### src/rtl/six_step_pkg.sv
package six_step_pkg;
  localparam int NUM_PH    = 3;
  localparam int NUM_OUT   = 2 * NUM_PH;
  localparam int NUM_STEPS = 6;

  typedef logic [2:0]         step_t;
  typedef logic [NUM_OUT-1:0] en_t;   // [2:0] high sides, [5:3] low sides

  function automatic en_t step_pattern(input step_t s);
    case (s)
      3'd0:    return 6'b010_001;
      3'd1:    return 6'b010_100;
      3'd2:    return 6'b001_100;
      3'd3:    return 6'b001_010;
      3'd4:    return 6'b100_010;
      3'd5:    return 6'b100_001;
      default: return '0;
    endcase
  endfunction

  function automatic step_t step_after(input step_t s);
    return (s == step_t'(NUM_STEPS - 1)) ? '0 : s + 3'd1;
  endfunction
endpackage

### src/rtl/ss_time_base.sv
module ss_time_base #(
  parameter int                      CNT_W   = 12,
  parameter int                      NUM_PH  = 3,
  parameter logic [CNT_W-1:0]        PERIOD  = '1,
  parameter logic [NUM_PH*CNT_W-1:0] CMP_VEC = '0
) (
  input  logic              clk_i,
  input  logic              rst_ni,
  output logic [NUM_PH-1:0] ref_o
);
  logic [CNT_W-1:0] cnt_q;

  always_ff @(posedge clk_i or negedge rst_ni) begin
    if (!rst_ni)              cnt_q <= '0;
    else if (cnt_q == PERIOD) cnt_q <= '0;
    else                      cnt_q <= cnt_q + 1'b1;
  end

  for (genvar p = 0; p < NUM_PH; p++) begin : g_cmp
    assign ref_o[p] = cnt_q < CMP_VEC[p*CNT_W +: CNT_W];
  end

  a_r1_wrap: assert property (@(posedge clk_i) disable iff (!rst_ni)
    cnt_q == PERIOD |=> cnt_q == '0);
  a_r1_step: assert property (@(posedge clk_i) disable iff (!rst_ni)
    cnt_q != PERIOD |=> cnt_q == $past(cnt_q) + 1'b1);
endmodule

### src/rtl/ss_com_detect.sv
module ss_com_detect #(
  parameter int SYNC_STAGES = 2
) (
  input  logic clk_i,
  input  logic rst_ni,
  input  logic sw_i,
  input  logic trig_i,
  output logic com_o
);
  logic [SYNC_STAGES:0] sync_q;
  logic                 trig_rise;

  always_ff @(posedge clk_i or negedge rst_ni) begin
    if (!rst_ni) sync_q <= '0;
    else         sync_q <= {sync_q[SYNC_STAGES-1:0], trig_i};
  end

  assign trig_rise = sync_q[SYNC_STAGES-1] & ~sync_q[SYNC_STAGES];
  assign com_o     = sw_i | trig_rise;  // coincident sources merge into one event

  a_r7_one_shot: assert property (@(posedge clk_i) disable iff (!rst_ni)
    trig_rise |=> !trig_rise);
endmodule

### src/rtl/ss_step_seq.sv
module ss_step_seq
  import six_step_pkg::*;
(
  input  logic clk_i,
  input  logic rst_ni,
  input  logic com_i,
  input  logic irq_clr_i,
  output en_t  en_o,
  output logic irq_o
);
  step_t step_q;    // step whose pattern sits in the shadow
  en_t   shadow_q;
  en_t   active_q;
  step_t step_nx;

  assign step_nx = step_after(step_q);

  always_ff @(posedge clk_i or negedge rst_ni) begin
    if (!rst_ni) begin
      step_q   <= '0;
      shadow_q <= step_pattern('0);
      active_q <= '0;
    end else if (com_i) begin
      active_q <= shadow_q;
      step_q   <= step_nx;
      shadow_q <= step_pattern(step_nx);
    end
  end

  always_ff @(posedge clk_i or negedge rst_ni) begin
    if (!rst_ni)        irq_o <= 1'b0;
    else if (com_i)     irq_o <= 1'b1;
    else if (irq_clr_i) irq_o <= 1'b0;
  end

  assign en_o = active_q;

  a_r8_hold: assert property (@(posedge clk_i) disable iff (!rst_ni)
    !com_i |=> $stable(active_q));
  a_r12_transfer: assert property (@(posedge clk_i) disable iff (!rst_ni)
    com_i |=> active_q == $past(shadow_q));
  a_r5_pair: assert property (@(posedge clk_i) disable iff (!rst_ni)
    active_q == '0 || $countones(active_q) == 2);
  a_r9_wrap: assert property (@(posedge clk_i) disable iff (!rst_ni)
    com_i && step_q == step_t'(NUM_STEPS - 1) |=> step_q == '0);
  a_r11_set: assert property (@(posedge clk_i) disable iff (!rst_ni)
    com_i |=> irq_o);
  a_r11_clear: assert property (@(posedge clk_i) disable iff (!rst_ni)
    !com_i && irq_clr_i |=> !irq_o);
endmodule

### src/rtl/six_step_pwm.sv
module six_step_pwm
  import six_step_pkg::*;
#(
  parameter int               CNT_W   = 12,
  parameter logic [CNT_W-1:0] PERIOD  = 12'd4095,
  parameter logic [CNT_W-1:0] CMP_PH1 = 12'd2047,
  parameter logic [CNT_W-1:0] CMP_PH2 = 12'd1023,
  parameter logic [CNT_W-1:0] CMP_PH3 = 12'd511
) (
  input  logic              clk_i,
  input  logic              rst_ni,
  input  logic              com_sw_i,
  input  logic              com_trig_i,
  input  logic              irq_clr_i,
  output logic [NUM_PH-1:0] high_o,
  output logic [NUM_PH-1:0] low_o,
  output logic              com_irq_o
);
  localparam logic [NUM_PH*CNT_W-1:0] CMP_VEC = {CMP_PH3, CMP_PH2, CMP_PH1};

  logic [NUM_PH-1:0] ref_w;
  logic              com_w;
  en_t               en_w;

  ss_time_base #(
    .CNT_W  (CNT_W),
    .NUM_PH (NUM_PH),
    .PERIOD (PERIOD),
    .CMP_VEC(CMP_VEC)
  ) u_time_base (
    .clk_i (clk_i),
    .rst_ni(rst_ni),
    .ref_o (ref_w)
  );

  ss_com_detect #(.SYNC_STAGES(2)) u_com_detect (
    .clk_i (clk_i),
    .rst_ni(rst_ni),
    .sw_i  (com_sw_i),
    .trig_i(com_trig_i),
    .com_o (com_w)
  );

  ss_step_seq u_step_seq (
    .clk_i    (clk_i),
    .rst_ni   (rst_ni),
    .com_i    (com_w),
    .irq_clr_i(irq_clr_i),
    .en_o     (en_w),
    .irq_o    (com_irq_o)
  );

  for (genvar p = 0; p < NUM_PH; p++) begin : g_phase
    assign high_o[p] = en_w[p]          & ref_w[p];
    assign low_o[p]  = en_w[p + NUM_PH] & ref_w[p];

    a_r5_no_shoot: assert property (@(posedge clk_i) disable iff (!rst_ni)
      !(high_o[p] && low_o[p]));
  end
endmodule

### config.mk
export PLATFORM = sky130hd
export DESIGN_NAME = six_step_pwm
export DESIGN_NICKNAME = d
export VERILOG_FILES = /design/src/rtl/six_step_pkg.sv /design/src/rtl/ss_time_base.sv /design/src/rtl/ss_com_detect.sv /design/src/rtl/ss_step_seq.sv /design/src/rtl/six_step_pwm.sv
export SDC_FILE = /design/constraint.sdc
export NUM_CORES = 1
export LEC_CHECK = 0
export BUFFER_PORTS_ARGS = -buffer_cell sky130_fd_sc_hd__buf_2
export CAP_MARGIN = 20
export CORE_UTILIZATION = 41
export DETAILED_ROUTE_END_ITERATION = 8
export PLACE_DENSITY = 0.66
export SLEW_MARGIN = 30
export SYNTH_ARGS = -nofsm -noshare
export SYNTH_HDL_FRONTEND = slang
export SYNTH_SLANG_ARGS = --single-unit
### constraint.sdc
create_clock -name clk_i -period 1.66 [get_ports clk_i]
set_input_delay 0.083 -clock clk_i [delete_from_list [all_inputs] [get_ports clk_i]]
set_output_delay 0.083 -clock clk_i [all_outputs]
set_load 0.03 [all_outputs]
==> qor.yml, run 1 <==
timing.final.crit_share_pct: 106
syn_nets: 120
first_pass_iters: 4
violations: "negative setup slack"
p_int_mw: 1.69
grt_usage_pct: 16.3
die_h_microns: 60.2
placedCellCount: 168
cp_max_fo: 4
fillCellCount: 268
tightest_slew_ns: 0.694
rows: 20
wl_per_cell_microns: 13.3
tritoncts: "done"
pin_count: 12
final_common_cell: "dfrtp_1"
die_area_sq_um: 3620
synthCells: 114
ys_top_cells_by_area: "dfrtp_1 52%, mux2_2 11%, xnor2_1 4.4%"
synth-warning-count: 0
yosys.area.top_type: "dfrtp_1"
drt-vias-per-instance: 5.10
fmax_mhz: 568
netlist.area_leader.share_pct: 52.3
ys_seq_area_share_pct: 56.1
num-nets-final: 152
grt_max_degree: 32
crit_path_start_kind: "register"
cap_violations: 0
via_count: 975
syn_area_per_cell_sq_um: 12.2
stdcell_area_sq_um: 1800
p_sw_mw: 0.706
cts.htree.levels: 2
globalplace.congestion: 0.820
cts_sinks: 31
finalClockSkew_ns: 0.00453
clkPwrFrac_pct: 25.5
fin_setup_tns_ns: -0.336
peakVddDrop_v: 0.000725
insertion_delay_ns: 0.33
drt-total-wl_microns: 2540
final_cell_mix: "23 x dfrtp_1, 17 x buf_4, 13 x mux2_2"
rsz0062_at_grt: "yes"
finalSetupViolations: 4
swShare_pct: 29.5
start_util_pct: 44.4
arrival_ns: 1.68
hpwl_microns: 1560
p_seq_share_pct: 44.9
clk_pin_slew_ns: 0.09
p_leak_nw: 0.784
drc: 0
diodes: 0
grt_pass1_wl_microns: 4150
critPathKind: "register to output port"
setup_slack_ns: -0.100
grt_pass1_vias: 889
first_iter_violations: 19
coreArea_sq_um: 3130
port_buffers: 11
worstSetupEndpointType: "output port"
cts_made_buffers: 5
dpl-instance-area_sq_um: 1490
clockRootBuffer: "clkbuf_4"
grt_overflow_total: 0
hold_ws_ns: 0.187
antenna_found_initial: 0
maxSlewViolCount: 0
yosys.cell_types.count: 31
layout.cells.non_filler: 191
final_antenna_net_count: 0
min_period_ns: 1.76
required_ns: 1.58
pwr-share-comb_pct: 29.6
powerDensity_nw_per_um2: 1330
drive_gt1_share_pct: 46.3
synthesis.area_sq_um: 1390
fp.dieW_microns: 60.2
syn2layout_area_growth_pct: 29.7
ys_ff_latch: 31
holdCritPathClass: "input pin to register"
hold_viol: 0
status: "finished with violations"
ctsLongestPathBuffers: 2
relSlewSlack_pct: 53.8
Yosys cell counts (all sizes together):
cell type and number:
dfrtp 29, mux2 13, xnor2 7, a21oi 6
nor2 6, nand2 5, o21ai 5, inv 4
a31oi 3, and2 3, and3 3, nand3 3
nor2b 3, nor3 3, or3 3, and4 2
dfstp 2, mux2i 2, nand4 2, nor4b 2
a41o 1, buf 1, clkbuf 1, ha 1
nor3b 1, nor4 1, or2 1, xor2 1
logic make-up after synthesis:
logic type / after synthesis / share of synthesized area (%)
xor gates and xnor gates: 8 / 5.05
and+or+nand+nor: 38 / 18.0
buffers and inverters: 6 / 1.89
adders and majority gates: 1 / 0.902
muxes: 15 / 12.0
DFF: 31 / 56.1
AOI/OAI and AO/OA: 15 / 6.04
path summary, 6_finish.rpt:
check | start | to | slack, ns | cells past startpoint
min in group asynchronous | rst_ni | u_step_seq.shadow_q[3] | 0.33 | 2
worst min register to register | u_com_detect.sync_q[0] | u_com_detect.sync_q[1] | 0.36 | 0
worst max register to register | u_time_base.cnt_q[0] | u_time_base.cnt_q[3] | 0.11 | 6
worst max-delay path | u_time_base.cnt_q[0] | high_o[1] | -0.10 | 5
max in group asynchronous | rst_ni | u_time_base.cnt_q[3] | 0.85 | 2
worst min-delay path | com_sw_i | u_step_seq.irq_o | 0.19 | 4
worst max-delay path: stages, from the launching register on:
cell and delay [ns]:
dfrtp_1 0.41, ha_4 0.18, nand2_4 0.06, or3_4 0.39, and3_4 0.18, buf_6 0.13
layer usage:
| layer | global-route usage [%] | up-vias | share of wire, % |
|---|---|---|---|
| li1 | - | 471 | - |
| met1 | 22.5 | 480 | 48 |
| met2 | 22.4 | 18 | 46 |
| met3 | 6.71 | 6 | 5.0 |
| met4 | 6.98 | 0 | 1.7 |
| met5 | 0 | - | 0 |
power by group through the flow:
stage,combinational (mW),clock [mW],sequential [mW]
6_report,0.708,0.611,1.08
5_1_grt,0.763,0.664,1.11
4_1_cts,0.708,0.630,1.08
3_5_place_dp,0.617,0,1.09
3_3_place_gp,0.607,0,1.08
2_1_floorplan,0.516,0,1.04
through the flow:
stage	util (%)	worst slack (ns)	power, mW
final	57.5	-0.100	2.39
after global routing	57.5	-0.162	2.53
after CTS	55.5	-0.123	2.42
after detailed placement	47.8	0.0802	1.71
after global placement	47.8	0.118	1.69
after floorplan	-	-0.346	1.55
layout make-up:
class | instances | area (sq um) | area share (%)
clock buffers | 6 | 51.3 | 2.85
clock inverters | 2 | 35.0 | 1.95
inverters | 4 | 15.0 | 0.834
multi-input cells | 77 | 652 | 36.2
flip-flops and latches | 31 | 786 | 43.7
well taps | 44 | 55.1 | 3.06
repair buffers | 27 | 205 | 11.4
flip-flops by register name, indices dropped and copies added, names as in the netlist:
signal               count
u_step_seq.shadow_q      6
u_step_seq.en_o          6
u_step_seq.irq_o         1
u_step_seq.step_q        3
u_com_detect.sync_q      3
u_time_base.cnt_q       12
timing repair:
| action | CTS | global route |
|---|---|---|
| endpoints found under the hold margin | 31 | 0 |
| buffers inserted | 8 | 4 |
| pin swaps | 5 | 2 |
| hold buffers | 3 | 0 |
| setup endpoints to repair | 6 | 6 |
| gates cloned | 0 | 0 |
| resized for setup | 19 | 8 |
(Power assumes the default switching activity.)
==> inputs of run 2 (changes only) <==
--- a/config.mk
+++ b/config.mk
@@ -14,3 +14,4 @@
 export SYNTH_ARGS = -nofsm -noshare
 export SYNTH_HDL_FRONTEND = slang
 export SYNTH_SLANG_ARGS = --single-unit
+export TNS_END_PERCENT = 1
==> run 2 against run 1 <==
Compared with the run above:
- the flow still finishes with violations (negative setup slack)
- sequential power barely moved
- global-route usage fell by 0.23 points
- setup slack got worse by 0.0076 ns
- cell count fell by 1.6%
- clock-buffer cell count did not move
- register-to-register slack improved by 0.10 ns
- cell area fell by 1.3%
- total power barely moved
- first-iteration DRC count fell by 26%
- maximum frequency fell by 0.43%
- worst hold slack got worse by 0.00054 ns
- die area did not move
- largest cell class unchanged
- highest routed layer unchanged
==> qor.yml, run 2 (synthesized netlist as in run 1, its figures left out) <==
wl_per_cell_microns: 13.1  # was 13.3 microns
holdPathEnd: "u_step_seq.irq_o"  # unchanged
peakVddDrop_v: 0.000723  # was 0.000725 V
finalSetupViolations: 4  # unchanged
diodes: 0  # unchanged
cts_sinks: 31  # unchanged
grt_pass1_wl_microns: 4080  # was 4150 microns
globalplace.congestion: 0.820  # unchanged
antenna_found_initial: 0  # unchanged
rows: 20  # unchanged
first_iter_violations: 14  # was 19
fp.dieW_microns: 60.2  # unchanged
grt_max_degree: 32  # unchanged
powerDensity_nw_per_um2: 1350  # was 1330 nW/um^2
num-nets-final: 149  # was 152
placedCellCount: 168  # unchanged
tritoncts: "done"  # unchanged
post-place-ws_ns: 0.0802  # unchanged
cts.htree.levels: 2  # unchanged
drive_gt1_share_pct: 45.1  # was 46.3%
status: "finished with violations"  # unchanged
grt_usage_pct: 16.1  # was 16.3%
worstReg2RegEnd: "u_time_base.cnt_q[5]"  # was u_time_base.cnt_q[3]
final_cell_mix: "23 x dfrtp_1, 14 x buf_4, 13 x mux2_2"  # was 23 x dfrtp_1, 17 x buf_4, 13 x mux2_2
grt_pass1_vias: 874  # was 889
crit_path_start_kind: "register"  # unchanged
fmax_mhz: 566  # was 568 MHz
tightest_slew_ns: 0.691  # was 0.694 ns
die_h_microns: 60.2  # unchanged
setup_slack_ns: -0.108  # was -0.100 ns
p_leak_nw: 0.769  # was 0.784 nW
syn2layout_area_growth_pct: 28.0  # was 29.7%
drt-total-wl_microns: 2470  # was 2540 microns
clk_pin_slew_ns: 0.09  # about the same
slowest_delay_ns: 0.42  # was 0.41 ns
top_register: "u_time_base.cnt_q"  # unchanged
clockRootBuffer: "clkbuf_4"  # unchanged
insertion_delay_ns: 0.33  # about the same
reg2reg_depth: 5  # was 6
via_count: 968  # was 975
whs_path_depth: 4  # unchanged
final_antenna_net_count: 0  # unchanged
layout.cells.non_filler: 188  # was 191
first_pass_iters: 4  # unchanged
rsz0062_at_grt: "yes"  # unchanged
multi_input_area_sq_um: 652  # unchanged
cpMaxStageDelayCell: "dfrtp_1"  # unchanged
cts_made_buffers: 5  # unchanged
worstSetupEndpointType: "output port"  # unchanged
fillCellCount: 265  # was 268
violations: "negative setup slack"  # unchanged
port_buffers: 11  # unchanged
min_period_ns: 1.77  # was 1.76 ns
pin_count: 12  # unchanged
timing.final.crit_share_pct: 107  # was 106%
required_ns: 1.58  # about the same
drt-vias-per-instance: 5.15  # was 5.10
hold_viol: 0  # unchanged
start_util_pct: 44.4  # unchanged
ctsLongestPathBuffers: 2  # unchanged
drc: 0  # unchanged
die_area_sq_um: 3620  # unchanged
arrival_ns: 1.69  # was 1.68 ns
coreArea_sq_um: 3130  # unchanged
relSlewSlack_pct: 53.9  # was 53.8%
grt_overflow_total: 0  # unchanged
r2r_slack_ns: 0.21  # was 0.11 ns
maxSlewViolCount: 0  # unchanged
final_common_cell: "dfrtp_1"  # unchanged
critPathKind: "register to output port"  # unchanged
min-delay-start: "com_sw_i"  # unchanged
cap_violations: 0  # unchanged
final-seq-area_sq_um: 786  # unchanged
largest_reg_flops: 12  # unchanged
hpwl_microns: 1560  # unchanged
path_cells: "ha_4 -> nand2_4 -> or3_4 -> and3_4 -> buf_6"  # unchanged
cp_max_fo: 4  # unchanged
timing.rr.start: "u_time_base.cnt_q[0]"  # unchanged
critPathLaunch: "u_time_base.cnt_q[0]"  # unchanged
holdCritPathClass: "input pin to register"  # unchanged
finalClockSkew_ns: 0.00467  # was 0.00453 ns
[run 2: cell types whose count changed in the layout (fill, tap and decap cells not counted), sizes merged]
| cell | before | now |
|---|---|---|
| buf | 24 | 21 |
[run 2: report_power, final]
group	total, mW	switching, mW	internal, mW
logic	0.708	0.326	0.382
registers	1.07	0.125	0.950
clock network	0.611	0.256	0.356
total	2.39	0.706	1.69
[run 2: worst max-delay path by stage]
stage	cells past startpoint	slack, ns	to
2_1_floorplan	4	-0.35	high_o[2]
3_3_place_gp	5	0.12	high_o[1]
3_5_place_dp	5	0.08	high_o[1]
4_1_cts	5	-0.12	low_o[1]
5_1_grt	5	-0.16	high_o[1]
6_report	5	-0.11	low_o[1]
[run 2: what timing repair did]
action                                  CTS  global route
pin swaps                                 5             1
hold buffers                              3             0
gates cloned                              0             0
endpoints found under the hold margin    31             0
buffers inserted                          7             2
endpoints found under the setup margin    6             6
resized for setup                        18             9
[run 2: layer usage]
layer  share of wire (%)  global-route usage [%]
met4                 1.7                    6.98
met5                   0                       0
met2                  45                    21.7
met3                 6.2                    6.71
met1                  47                    22.5
[run 2: area by class of cell]
type                    instances  share of cell area, %
inverters                       4                  0.845
clock buffers                   6                   2.89
repair buffers                 24                   10.3
clock inverters                 2                   1.97
flip-flops and latches         31                   44.2
well taps                      44                   3.10
multi-input cells              77                   36.7
[run 2: worst max-delay path, delay by kind of cell, from the launching register on]
| family | cells | cell delay [ns] |
|---|---|---|
| adders and majority gates | 1 | 0.18 |
| buffers and inverters | 1 | 0.13 |
| DFF | 1 | 0.42 |
| and+or+nand+nor | 3 | 0.63 |
[run 2: per-stage QoR]
step / power, mW / TNS (ns) / hold slack (ns) / util (%) / area [sq um]
4_1_cts: 2.42 / -0.506 / 0.177 / 54.9 / 1720
3_3_place_gp: 1.69 / 0 / 0.149 / 47.8 / 1490
3_5_place_dp: 1.71 / 0 / 0.169 / 47.8 / 1490
2_1_floorplan: 1.55 / -0.692 / -0.213 / - / 1390
6_report: 2.39 / -0.312 / 0.187 / 56.8 / 1780
5_1_grt: 2.54 / -0.744 / 0.197 / 56.8 / 1780
